--- src/rtl/cae_pkg.sv ---
package cae_pkg;
  localparam int WORD_W  = 32;
  localparam int SUB_W   = 4;
  localparam int HOP_W   = 8;
  localparam int SP_W    = 2;
  localparam int OFF_W   = 6;
  localparam int HI_W    = 2;
  localparam int TADDR_W = OFF_W + HI_W;

  localparam int B_BERR = 4;
  localparam int B_LOC  = 5;
  localparam int B_DONE = 6;
  localparam int B_RDY  = 7;
  localparam int B_HOP  = 8;
  localparam int B_OFF  = B_HOP + HOP_W;
  localparam int B_SP   = B_OFF + OFF_W;
  localparam int B_TERR = B_SP + SP_W;

  localparam logic [SUB_W-1:0] SUB_WR   = 4'd0;
  localparam logic [SUB_W-1:0] SUB_RD   = 4'd1;
  localparam logic [SUB_W-1:0] SUB_ASN  = 4'd2;
  localparam logic [SUB_W-1:0] SUB_CIRC = 4'd3;

  localparam logic [1:0] OP_WR = 2'd0;
  localparam logic [1:0] OP_RD = 2'd1;

  localparam logic [SP_W-1:0] SPACE_PHY = 2'b11;

  typedef struct packed {
    logic [SUB_W-1:0] sub;
    logic             loc;
    logic [HOP_W-1:0] hop;
    logic [SP_W-1:0]  space;
  } cmd_t;

  typedef enum logic [1:0] {ST_IDLE, ST_REQ, ST_BAD} seq_st_e;
endpackage

--- src/rtl/cae_cmd_decode.sv ---
module cae_cmd_decode
  import cae_pkg::*;
(
  input  logic [SUB_W-1:0]   sub_i,
  input  logic               loc_i,
  input  logic [HOP_W-1:0]   hop_i,
  input  logic [SP_W-1:0]    space_i,
  input  logic [OFF_W-1:0]   off_i,
  input  logic [HI_W-1:0]    phy_hi_i,
  output cmd_t               cmd_o,
  output logic [TADDR_W-1:0] taddr_o,
  output logic               sub_ok_o
);
  always_comb begin
    cmd_o.sub   = sub_i;
    cmd_o.loc   = loc_i;
    cmd_o.hop   = hop_i;
    cmd_o.space = space_i;
    sub_ok_o    = (sub_i <= SUB_CIRC);
    if (space_i == SPACE_PHY) taddr_o = {phy_hi_i, off_i};
    else                      taddr_o = {{HI_W{1'b0}}, off_i};
  end
endmodule

--- src/rtl/cae_host_regs.sv ---
module cae_host_regs
  import cae_pkg::*;
#(
  parameter int AW = 4
) (
  input  logic              clk_i,
  input  logic              rst_ni,
  input  logic              bus_wr_i,
  input  logic [AW-1:0]     bus_addr_i,
  input  logic [WORD_W-1:0] bus_wdata_i,
  output logic [WORD_W-1:0] bus_rdata_o,
  input  logic              busy_i,
  input  logic              fin_i,
  input  logic              fin_err_i,
  input  logic              rd_cap_i,
  input  logic [WORD_W-1:0] rd_data_i,
  output logic              launch_o,
  output logic [WORD_W-1:0] data_o,
  output logic              done_o,
  output logic              ready_o,
  output logic              berr_o,
  output logic              terr_o
);
  localparam logic [AW-1:0] A_DATA = AW'(0);
  localparam logic [AW-1:0] A_CMD  = AW'(4);
  localparam int HI_FLD = B_TERR - B_HOP;

  logic wr_data, wr_cmd;
  logic [SUB_W-1:0]  sub_q;
  logic              loc_q;
  logic [HI_FLD-1:0] fld_q;
  logic [WORD_W-1:0] data_q;
  logic done_q, rdy_q, berr_q, terr_q;
  logic [WORD_W-1:0] cmd_rb;

  assign wr_data  = bus_wr_i && (bus_addr_i == A_DATA);
  assign wr_cmd   = bus_wr_i && (bus_addr_i == A_CMD);
  assign launch_o = wr_cmd && !busy_i;

  always_ff @(posedge clk_i or negedge rst_ni) begin
    if (!rst_ni) begin
      sub_q <= '0;
      loc_q <= 1'b0;
      fld_q <= '0;
    end else if (launch_o) begin
      sub_q <= bus_wdata_i[SUB_W-1:0];
      loc_q <= bus_wdata_i[B_LOC];
      fld_q <= bus_wdata_i[B_TERR-1:B_HOP];
    end
  end

  // read capture wins over a simultaneous host write
  always_ff @(posedge clk_i or negedge rst_ni) begin
    if (!rst_ni)       data_q <= '0;
    else if (rd_cap_i) data_q <= rd_data_i;
    else if (wr_data)  data_q <= bus_wdata_i;
  end

  always_ff @(posedge clk_i or negedge rst_ni) begin
    if (!rst_ni) begin
      done_q <= 1'b0;
      rdy_q  <= 1'b0;
      berr_q <= 1'b0;
      terr_q <= 1'b0;
    end else if (launch_o) begin
      done_q <= 1'b0;
      rdy_q  <= 1'b0;
      berr_q <= 1'b0;
      terr_q <= 1'b0;
    end else begin
      if (wr_cmd)   berr_q <= 1'b1;
      if (fin_i) begin
        done_q <= 1'b1;
        terr_q <= fin_err_i;
      end
      if (rd_cap_i) rdy_q <= 1'b1;
    end
  end

  always_comb begin
    cmd_rb                   = '0;
    cmd_rb[SUB_W-1:0]        = sub_q;
    cmd_rb[B_BERR]           = berr_q;
    cmd_rb[B_LOC]            = loc_q;
    cmd_rb[B_DONE]           = done_q;
    cmd_rb[B_RDY]            = rdy_q;
    cmd_rb[B_TERR-1:B_HOP]   = fld_q;
    cmd_rb[B_TERR]           = terr_q;
    if (bus_addr_i == A_DATA)     bus_rdata_o = data_q;
    else if (bus_addr_i == A_CMD) bus_rdata_o = cmd_rb;
    else                          bus_rdata_o = '0;
  end

  assign data_o  = data_q;
  assign done_o  = done_q;
  assign ready_o = rdy_q;
  assign berr_o  = berr_q;
  assign terr_o  = terr_q;
endmodule

--- src/rtl/cae_seq.sv ---
module cae_seq
  import cae_pkg::*;
#(
  parameter int TIMEOUT_CYC = 64
) (
  input  logic               clk_i,
  input  logic               rst_ni,
  input  logic               launch_i,
  input  cmd_t               cmd_i,
  input  logic               sub_ok_i,
  input  logic [TADDR_W-1:0] taddr_i,
  input  logic [WORD_W-1:0]  wdata_i,
  output logic               busy_o,
  output logic               fin_o,
  output logic               fin_err_o,
  output logic               rd_cap_o,
  output logic [WORD_W-1:0]  rd_data_o,
  output logic               tgt_req_o,
  output logic [1:0]         tgt_op_o,
  output logic [HOP_W-1:0]   tgt_hop_o,
  output logic               tgt_local_o,
  output logic [SP_W-1:0]    tgt_space_o,
  output logic [TADDR_W-1:0] tgt_addr_o,
  output logic [WORD_W-1:0]  tgt_wdata_o,
  input  logic               tgt_ack_i,
  input  logic [WORD_W-1:0]  tgt_rdata_i
);
  localparam int TCNT_W = $clog2(TIMEOUT_CYC + 1);
  localparam logic [TCNT_W-1:0] TCNT_LAST = TCNT_W'(TIMEOUT_CYC - 1);

  seq_st_e st_q;
  logic circ_q, phase_q, loc_q;
  logic [1:0]         op_q;
  logic [HOP_W-1:0]   hop_q;
  logic [SP_W-1:0]    sp_q;
  logic [TADDR_W-1:0] addr_q;
  logic [WORD_W-1:0]  wd_q;
  logic [TCNT_W-1:0]  tcnt_q;
  logic ack_hit, tmo, last_ph;

  assign ack_hit = (st_q == ST_REQ) && tgt_ack_i;
  assign tmo     = (st_q == ST_REQ) && !tgt_ack_i && (tcnt_q == TCNT_LAST);
  assign last_ph = !circ_q || phase_q;

  assign busy_o    = (st_q != ST_IDLE);
  assign fin_o     = (ack_hit && last_ph) || tmo || (st_q == ST_BAD);
  assign fin_err_o = tmo || (st_q == ST_BAD);
  assign rd_cap_o  = ack_hit && (op_q == OP_RD);
  assign rd_data_o = tgt_rdata_i;

  always_ff @(posedge clk_i or negedge rst_ni) begin
    if (!rst_ni) begin
      st_q    <= ST_IDLE;
      circ_q  <= 1'b0;
      phase_q <= 1'b0;
      loc_q   <= 1'b0;
      op_q    <= OP_WR;
      hop_q   <= '0;
      sp_q    <= '0;
      addr_q  <= '0;
      wd_q    <= '0;
      tcnt_q  <= '0;
    end else begin
      unique case (st_q)
        ST_IDLE: if (launch_i) begin
          if (sub_ok_i) begin
            st_q    <= ST_REQ;
            circ_q  <= (cmd_i.sub == SUB_CIRC);
            phase_q <= 1'b0;
            loc_q   <= (cmd_i.sub == SUB_CIRC) ? 1'b1 : cmd_i.loc;
            op_q    <= (cmd_i.sub == SUB_CIRC) ? OP_WR : cmd_i.sub[1:0];
            hop_q   <= cmd_i.hop;
            sp_q    <= cmd_i.space;
            addr_q  <= taddr_i;
            wd_q    <= wdata_i;
            tcnt_q  <= '0;
          end else begin
            st_q <= ST_BAD;
          end
        end
        ST_REQ: begin
          if (ack_hit) begin
            if (last_ph) begin
              st_q <= ST_IDLE;
            end else begin
              // far-side copy of a circular write
              phase_q <= 1'b1;
              loc_q   <= 1'b0;
              tcnt_q  <= '0;
            end
          end else if (tmo) begin
            st_q <= ST_IDLE;
          end else begin
            tcnt_q <= tcnt_q + 1'b1;
          end
        end
        default: st_q <= ST_IDLE;
      endcase
    end
  end

  assign tgt_req_o   = (st_q == ST_REQ);
  assign tgt_op_o    = op_q;
  assign tgt_hop_o   = hop_q;
  assign tgt_local_o = loc_q;
  assign tgt_space_o = sp_q;
  assign tgt_addr_o  = addr_q;
  assign tgt_wdata_o = wd_q;
endmodule

--- src/rtl/cfg_access_engine.sv ---
module cfg_access_engine
  import cae_pkg::*;
#(
  parameter int AW          = 4,
  parameter int TIMEOUT_CYC = 64
) (
  input  logic               clk_i,
  input  logic               rst_ni,
  input  logic               bus_wr_i,
  input  logic [AW-1:0]      bus_addr_i,
  input  logic [WORD_W-1:0]  bus_wdata_i,
  output logic [WORD_W-1:0]  bus_rdata_o,
  input  logic [HI_W-1:0]    phy_ofs_hi_i,
  output logic               tgt_req_o,
  output logic [1:0]         tgt_op_o,
  output logic [HOP_W-1:0]   tgt_hop_o,
  output logic               tgt_local_o,
  output logic [SP_W-1:0]    tgt_space_o,
  output logic [TADDR_W-1:0] tgt_addr_o,
  output logic [WORD_W-1:0]  tgt_wdata_o,
  input  logic               tgt_ack_i,
  input  logic [WORD_W-1:0]  tgt_rdata_i
);
  logic busy, fin, fin_err, rd_cap, launch;
  logic done_w, ready_w, berr_w, terr_w, sub_ok;
  logic [WORD_W-1:0]  rd_data, data_w;
  logic [TADDR_W-1:0] taddr;
  cmd_t cmd;

  cae_cmd_decode u_dec (
    .sub_i    (bus_wdata_i[SUB_W-1:0]),
    .loc_i    (bus_wdata_i[B_LOC]),
    .hop_i    (bus_wdata_i[B_OFF-1:B_HOP]),
    .space_i  (bus_wdata_i[B_TERR-1:B_SP]),
    .off_i    (bus_wdata_i[B_SP-1:B_OFF]),
    .phy_hi_i (phy_ofs_hi_i),
    .cmd_o    (cmd),
    .taddr_o  (taddr),
    .sub_ok_o (sub_ok)
  );

  cae_host_regs #(.AW(AW)) u_regs (
    .clk_i       (clk_i),
    .rst_ni      (rst_ni),
    .bus_wr_i    (bus_wr_i),
    .bus_addr_i  (bus_addr_i),
    .bus_wdata_i (bus_wdata_i),
    .bus_rdata_o (bus_rdata_o),
    .busy_i      (busy),
    .fin_i       (fin),
    .fin_err_i   (fin_err),
    .rd_cap_i    (rd_cap),
    .rd_data_i   (rd_data),
    .launch_o    (launch),
    .data_o      (data_w),
    .done_o      (done_w),
    .ready_o     (ready_w),
    .berr_o      (berr_w),
    .terr_o      (terr_w)
  );

  cae_seq #(.TIMEOUT_CYC(TIMEOUT_CYC)) u_seq (
    .clk_i       (clk_i),
    .rst_ni      (rst_ni),
    .launch_i    (launch),
    .cmd_i       (cmd),
    .sub_ok_i    (sub_ok),
    .taddr_i     (taddr),
    .wdata_i     (data_w),
    .busy_o      (busy),
    .fin_o       (fin),
    .fin_err_o   (fin_err),
    .rd_cap_o    (rd_cap),
    .rd_data_o   (rd_data),
    .tgt_req_o   (tgt_req_o),
    .tgt_op_o    (tgt_op_o),
    .tgt_hop_o   (tgt_hop_o),
    .tgt_local_o (tgt_local_o),
    .tgt_space_o (tgt_space_o),
    .tgt_addr_o  (tgt_addr_o),
    .tgt_wdata_o (tgt_wdata_o),
    .tgt_ack_i   (tgt_ack_i),
    .tgt_rdata_i (tgt_rdata_i)
  );
endmodule

--- config.mk ---
export PLATFORM = sky130hd
export DESIGN_NAME = cfg_access_engine
export DESIGN_NICKNAME = d
export VERILOG_FILES = /design/src/rtl/cae_pkg.sv /design/src/rtl/cae_cmd_decode.sv /design/src/rtl/cae_host_regs.sv /design/src/rtl/cae_seq.sv /design/src/rtl/cfg_access_engine.sv
export SDC_FILE = /design/constraint.sdc
export NUM_CORES = 1
export LEC_CHECK = 0
export BUFFER_PORTS_ARGS = -buffer_cell sky130_fd_sc_hd__buf_4
export CELL_PAD_IN_SITES_DETAIL_PLACEMENT = 1
export CELL_PAD_IN_SITES_GLOBAL_PLACEMENT = 2
export CORE_MARGIN = 2
export CORE_UTILIZATION = 35
export CTS_CLUSTER_SIZE = 20
export DETAILED_ROUTE_END_ITERATION = 7
export PLACE_DENSITY = 0.83
export SLEW_MARGIN = 25
export SYNTH_ARGS = -nofsm -noshare
export SYNTH_HDL_FRONTEND = slang
export SYNTH_HIERARCHICAL = 1
export SYNTH_SLANG_ARGS = --single-unit
--- constraint.sdc ---
create_clock -name clk_i -period 5.7 [get_ports clk_i]
set_input_delay 0.285 -clock clk_i [delete_from_list [all_inputs] [get_ports clk_i]]
set_output_delay 0.285 -clock clk_i [all_outputs]
set_load 0.01 [all_outputs]
### Word level (Yosys, flattened, before mapping)

Cells that the tools add are included.

* bits in registers: 121
* input bits: 74
* output and inout port bits: 86
* logic and storage cells: 99

* $add $sub $neg: 1
* magnitude comparators: 1
* equal/unequal tests: 15
* muxes and demuxes: 37
* reductions and logical operators: 27

Operator list (number)
* two-way mux 32 bit: 3
* two-way mux 7 bit: 5
* two-way mux 25 bit: 1
* two-way mux 1 bit: 17
* one-hot mux 7 bit (2 select lines): 1
* two-way mux 2 bit: 6
* nonzero test 2 bit: 6
* AND reduction 5 bit: 2
* logical AND 1 bit: 8
* two-way mux 8 bit: 1
* adder 7 x 1 -> 7 bit (second input constant): 1
* equality test 7 x 6 -> 1 bit (second input constant): 1
* != test 2 bit (second input constant): 3
* != test 3 bit (second input constant): 2
* AND reduction 3 bit: 2
* equality test 2 x 1 -> 1 bit (second input constant): 2
* equality test 2 bit (second input constant): 2
* equality test 4 x 2 -> 1 bit (second input constant): 1
* equality test 4 x 3 -> 1 bit (second input constant): 1
* <= comparator 4 x 2 -> 1 bit (second input constant): 1
* logical NOT 4 bit: 1
* logical OR 1 bit: 4
* one-hot mux 1 bit (2 select lines): 2
* one-hot mux 2 bit (2 select lines): 1
* other kinds (5): 7

### Depth between registers and ports, before layout

* word-level depth: 7
* gate-level depth with buffers: 10
* mapped depth without buffers: 7

### By module

The synthesis kept the hierarchy.

Modules (own cells, without submodules)
* cae_host_regs: times used 1, cells an instance 278, area an instance 3069.2 µm², sequential area each 1426.4 µm²
* cae_seq: times used 1, cells an instance 323, area an instance 2827.7 µm², sequential area each 1601.5 µm²
* cae_cmd_decode: times used 1, cells an instance 24, area an instance 173.9 µm², sequential area each 0.0 µm²

### Worst setup path before layout

OpenSTA, ideal clock, no wires.

* kind: input port to flip-flop
* start point: input bus_addr_i[3]
* end point: register u_seq.tcnt_q[2]
* setup time: 0.099 ns
* arrival: 2.008 ns
* data required time: 5.601 ns
* path slack: 3.593 ns
* stages: 8
* path buffers: 2
* cells stage by stage: nor4b_4 > and3b_1 > buf_4 > buf_6 > a21oi_1 > a311oi_2 > a21oi_1 > a311oi_1

* cells in the longest elaborated chain, start to end: 5

RTL lines
* from (decl): RTL line cfg_access_engine.sv:10 `input logic [AW-1:0] bus_addr_i,`
* equality test 4 x 3 -> 1 bit: RTL line cae_host_regs.sv:37 `assign wr_cmd = bus_wr_i && (bus_addr_i == A_CMD);`
* logical AND 1 bit: RTL line cae_host_regs.sv:37
* logical AND 1 bit: RTL line cae_host_regs.sv:38 `assign launch_o = wr_cmd && !busy_i;`
* net launch: RTL line cfg_access_engine.sv:24 `logic busy, fin, fin_err, rd_cap, launch;`
* != test 2 bit (no source line)
* AND reduction 5 bit (no source line)
* to (signal assigned): RTL line cae_seq.sv:94 `tcnt_q <= tcnt_q + 1'b1;`
* to (decl): RTL line cae_seq.sv:38 `logic [TCNT_W-1:0] tcnt_q;`

The timed path passes the listed nets, and every way through them passes these cells.
A chain may end at the register's enable or synchronous reset.

### Worst setup path after layout

* start point: register u_seq.st_q[1]
* end point: register u_seq.circ_q

* cells in the longest elaborated chain, start to end: 4
* elaborated cells on any way between the ends: 5
* classes of those cells: reduce/logical: 5

RTL lines
* from (decl): RTL line cae_seq.sv:31 `seq_st_e st_q;`
* from (signal assigned): RTL line cae_seq.sv:53 `st_q <= ST_IDLE;`
* from (signal assigned): RTL line cae_seq.sv:67 `st_q <= ST_REQ;`
* from (signal assigned): RTL line cae_seq.sv:78 `st_q <= ST_BAD;`
* nonzero test 2 bit: RTL line cae_seq.sv:45 `assign busy_o = (st_q != ST_IDLE);`
* net busy: RTL line cfg_access_engine.sv:24
* logical NOT 1 bit: RTL line cae_host_regs.sv:38
* logical AND 1 bit: RTL line cae_host_regs.sv:38
* net launch: RTL line cfg_access_engine.sv:24
* AND reduction 3 bit (no source line)
* to (signal assigned): RTL line cae_seq.sv:68 `circ_q <= (cmd_i.sub == SUB_CIRC);`
* to (decl): RTL line cae_seq.sv:32 `logic circ_q, phase_q, loc_q;`

The timed path passes the listed nets, and every way through them passes these cells.

==> impl_results.md <==
* Resize count post-CTS at 0
* Die area at around 0.018 sq mm
* Port Buf Inserts at ~160
* Static leakage power at between 0.003 and 0.004 uW
* Pwr Total at roughly 2700 uW
* CTS clk-pin slew, worst paths at ~60 ps
* Drt drc at 0
* Clock latency on the worst-skew pair at roughly 420 ps
* Status: finished, final reports clean
* Via density per instance at 5.18
* Antenna violations before repair at 0
* Detail Route Antenna Nets at 0
* Yosys Warn Count at 6
* Synth Flop Type: dfrtp_1
* Pin count of the biggest net entering global routing at between 90 and 100
* Inserted Clock Buffers at 17
* Max Slew Vio Count at 0
* Vias after detailed routing at ~5000
* Setup TNS at 0 ps
* DP Area at approximately 0.0071 sq mm
* CTS H-tree lvls at 4
* Design Area, Final at 0.00764 sq mm
* Max_cap viols at 0
* Io pins at 160
* Layout cell share with drive strength beyond 1 at between 20 and 30%
* Required time worst endpoint at around 6000 ps
* Count leader, synth: nand2_1
* Total GRT Usage at 19.9%
* Yosys top cell area share at approximately half
* Post-synthesis cell type count at 38
* Largest area contributor in the netlist: dfrtp_1
* 1st-iter DRT viols at about 170
* Rel. slew slack at 34.7%
* Final setup viols at 0
* Area Growth Syn to Fin at 25.8%
* Hold WC Path Type: primary input to flip-flop
* Slew @ Worst Pin at 980 ps
* Post-DP HPWL at about 12000 microns
* Power Dens Cells at between 300 and 400 mW/mm^2
* Die H at roughly 140 microns
* Fin nets at slightly below 800
* Min Tclk post-route at approximately 2800 ps
* Synth cell count leaders: 161 x nand2_1, 121 x dfrtp_1, 54 x buf_4, 39 x inv_1
* Largest cells by area after synthesis: dfrtp_1 50%, nand2_1 10%, buf_4 6.7%
* Avg WL per Cell at roughly 18 microns
* Setup CP Type: flip-flop to flip-flop
* Gp weighted congestion at 0.822
* Worst vdd ir at approximately 0.00022 V
* Max Root-Sink Buffers at 2
* First-pass DRT Iterations at 7
* Crit-path max FO at 30
* First-pass GRT wire length at roughly 28000 microns
* Seq cells post-synth at roughly 120
* CORE AREA at 0.0171 sq mm
* FFs w/ async S/R, synth at 100%
* Final core utilization at between 40% and 50%
* Vias in the first global route at 5324
* Die W at between 100 and 150 microns
* Mapped cell area at 0.00607 sq mm
* Std-Cell Rows at between 40 and 50
* Hold_ws at 80.5 ps
* Remaining Overflow, GRT at 0
* Critical path startpoint category: flip-flop
* Final worst path period share at around half
* Mapped Nets at 700
* Hold buffers post-CTS at 1
* CTS Sinks at around 120
* Postcts setup bufs at 0
* Post-Syn Instances at approximately 630
* Detailed Route WL at roughly 17000 microns
* CTS tree: yes
* Clock skew at between 8 and 9 ps
* EDFF count, synth at 0
* Register area share after synthesis at about half
* CP endpoint kind: flip-flop
* CTS Root Cell: clkbuf_16
* Final hold vios at 0
* Maximum clock rate at 0.362 GHz
* Initial Util at between 30% and 40%
* Worst Path Arrival at between 3000 and 4000 ps
* Diode count at 0
* Post-Syn Area per Cell at between 9 and 10 sq um
* Unrepaired setup endpoints after global routing: no
## metrics by stage
| step | cells | setup WS, ps |
|---|---|---|
| floorplan | 625 | 3590 |
| global placement | 923 | 2710 |
| detailed placement | 924 | 2630 |
| CTS | 954 | 2870 |
| global route | 954 | 2660 |
| finish | 954 | 2940 |
## critical path: stages (launching register included)
cell and delay, ps:
dfrtp_1 460, nor2_1 270, inv_1 90, and3b_1 210
buf_4 350, nand3_2 570, buf_4 470, nand2_1 110
o21ai_0 80
## cell type report
class	instances	area, sq um
flip-flops and latches	121	3030
well taps	225	282
fillers	1949	9480
multi-input cells	372	2340
repair buffers	168	1280
clock inverters	8	98.8
inverters	39	146
clock buffers	21	460
## kinds of logic (layout without fill, tap and decap cells)
group           after synthesis  in the layout  share of synthesized area, %
flops                       121            121                          49.9
mux                          23             23                          4.25
fa+ha+maj                     1              1                         0.206
buf+inv                     132            236                          12.0
simple gates                200            200                          13.9
compound gates              148            148                          19.8
## layer usage
| metal | up-vias | GRT usage (%) | wire [microns] |
|---|---|---|---|
| met4 | 0 | 6.48 | 247 |
| li1 | 2262 | - | - |
| met5 | - | 0 | 0 |
| met1 | 2534 | 24.2 | 7460 |
| met2 | 126 | 33.4 | 8680 |
| met3 | 18 | 6.55 | 1110 |
## sequential cells by signal, indices dropped and copies added (netlist names)
| signal | flops |
|---|---|
| u_seq/st_q | 2 |
| u_regs/terr_o | 1 |
| u_seq/tcnt_q | 7 |
| u_regs/sub_q | 4 |
| u_seq/tgt_hop_o | 8 |
| u_regs/berr_o | 1 |
| u_regs/done_o | 1 |
| u_regs/data_o | 32 |
| u_regs/ready_o | 1 |
| u_regs/fld_q | 16 |
| u_seq/tgt_space_o | 2 |
| u_seq/tgt_local_o | 1 |
| u_regs/loc_q | 1 |
| u_seq/phase_q | 1 |
| u_seq/tgt_op_o | 2 |
| u_seq/tgt_wdata_o | 32 |
| u_seq/circ_q | 1 |
| u_seq/tgt_addr_o | 8 |
## cell usage in the layout, fill, tap and decap left out, types with 3 or more instances in the layout
cell	netlist	routed
a31oi_1	5	5
dfrtp_1	121	121
and3_1	4	3
buf_4	54	166
inv_1	39	39
a21boi_1	32	32
a2bb2oi_1	32	32
a21oi_1	6	6
nor2_1	11	11
mux2_1	22	22
a22o_1	25	25
clkinv_2	0	3
o21ai_0	4	4
a31o_1	31	31
nand2b_1	3	3
clkbuf_16	0	17
nand3_1	7	6
nand2_1	161	161
and2_1	7	7
## worst paths after layout
check                                      from                    to  slack [ps]  cells past startpoint
setup / recovery                  u_seq/st_q[1]          u_seq/circ_q        2940                      8
hold / removal                   bus_wdata_i[8]    u_seq/tgt_hop_o[0]          80                      3
setup reg to reg                  u_seq/st_q[1]          u_seq/circ_q        2940                      8
hold reg to reg            u_seq/tgt_wdata_o[8]  u_seq/tgt_wdata_o[8]         470                      2
max in group asynchronous                rst_ni  u_seq/tgt_wdata_o[9]        3890                      3
min in group asynchronous                rst_ni      u_regs/data_o[6]         460                      2
## report_power, final
| part | total, uW | internal [uW] | switching [uW] |
|---|---|---|---|
| sequential | 1170 | 1040 | 133 |
| combinational | 505 | 278 | 227 |
| clock | 1040 | 656 | 380 |
| total | 2710 | 1970 | 740 |
Power figures use the tool's default switching activity.
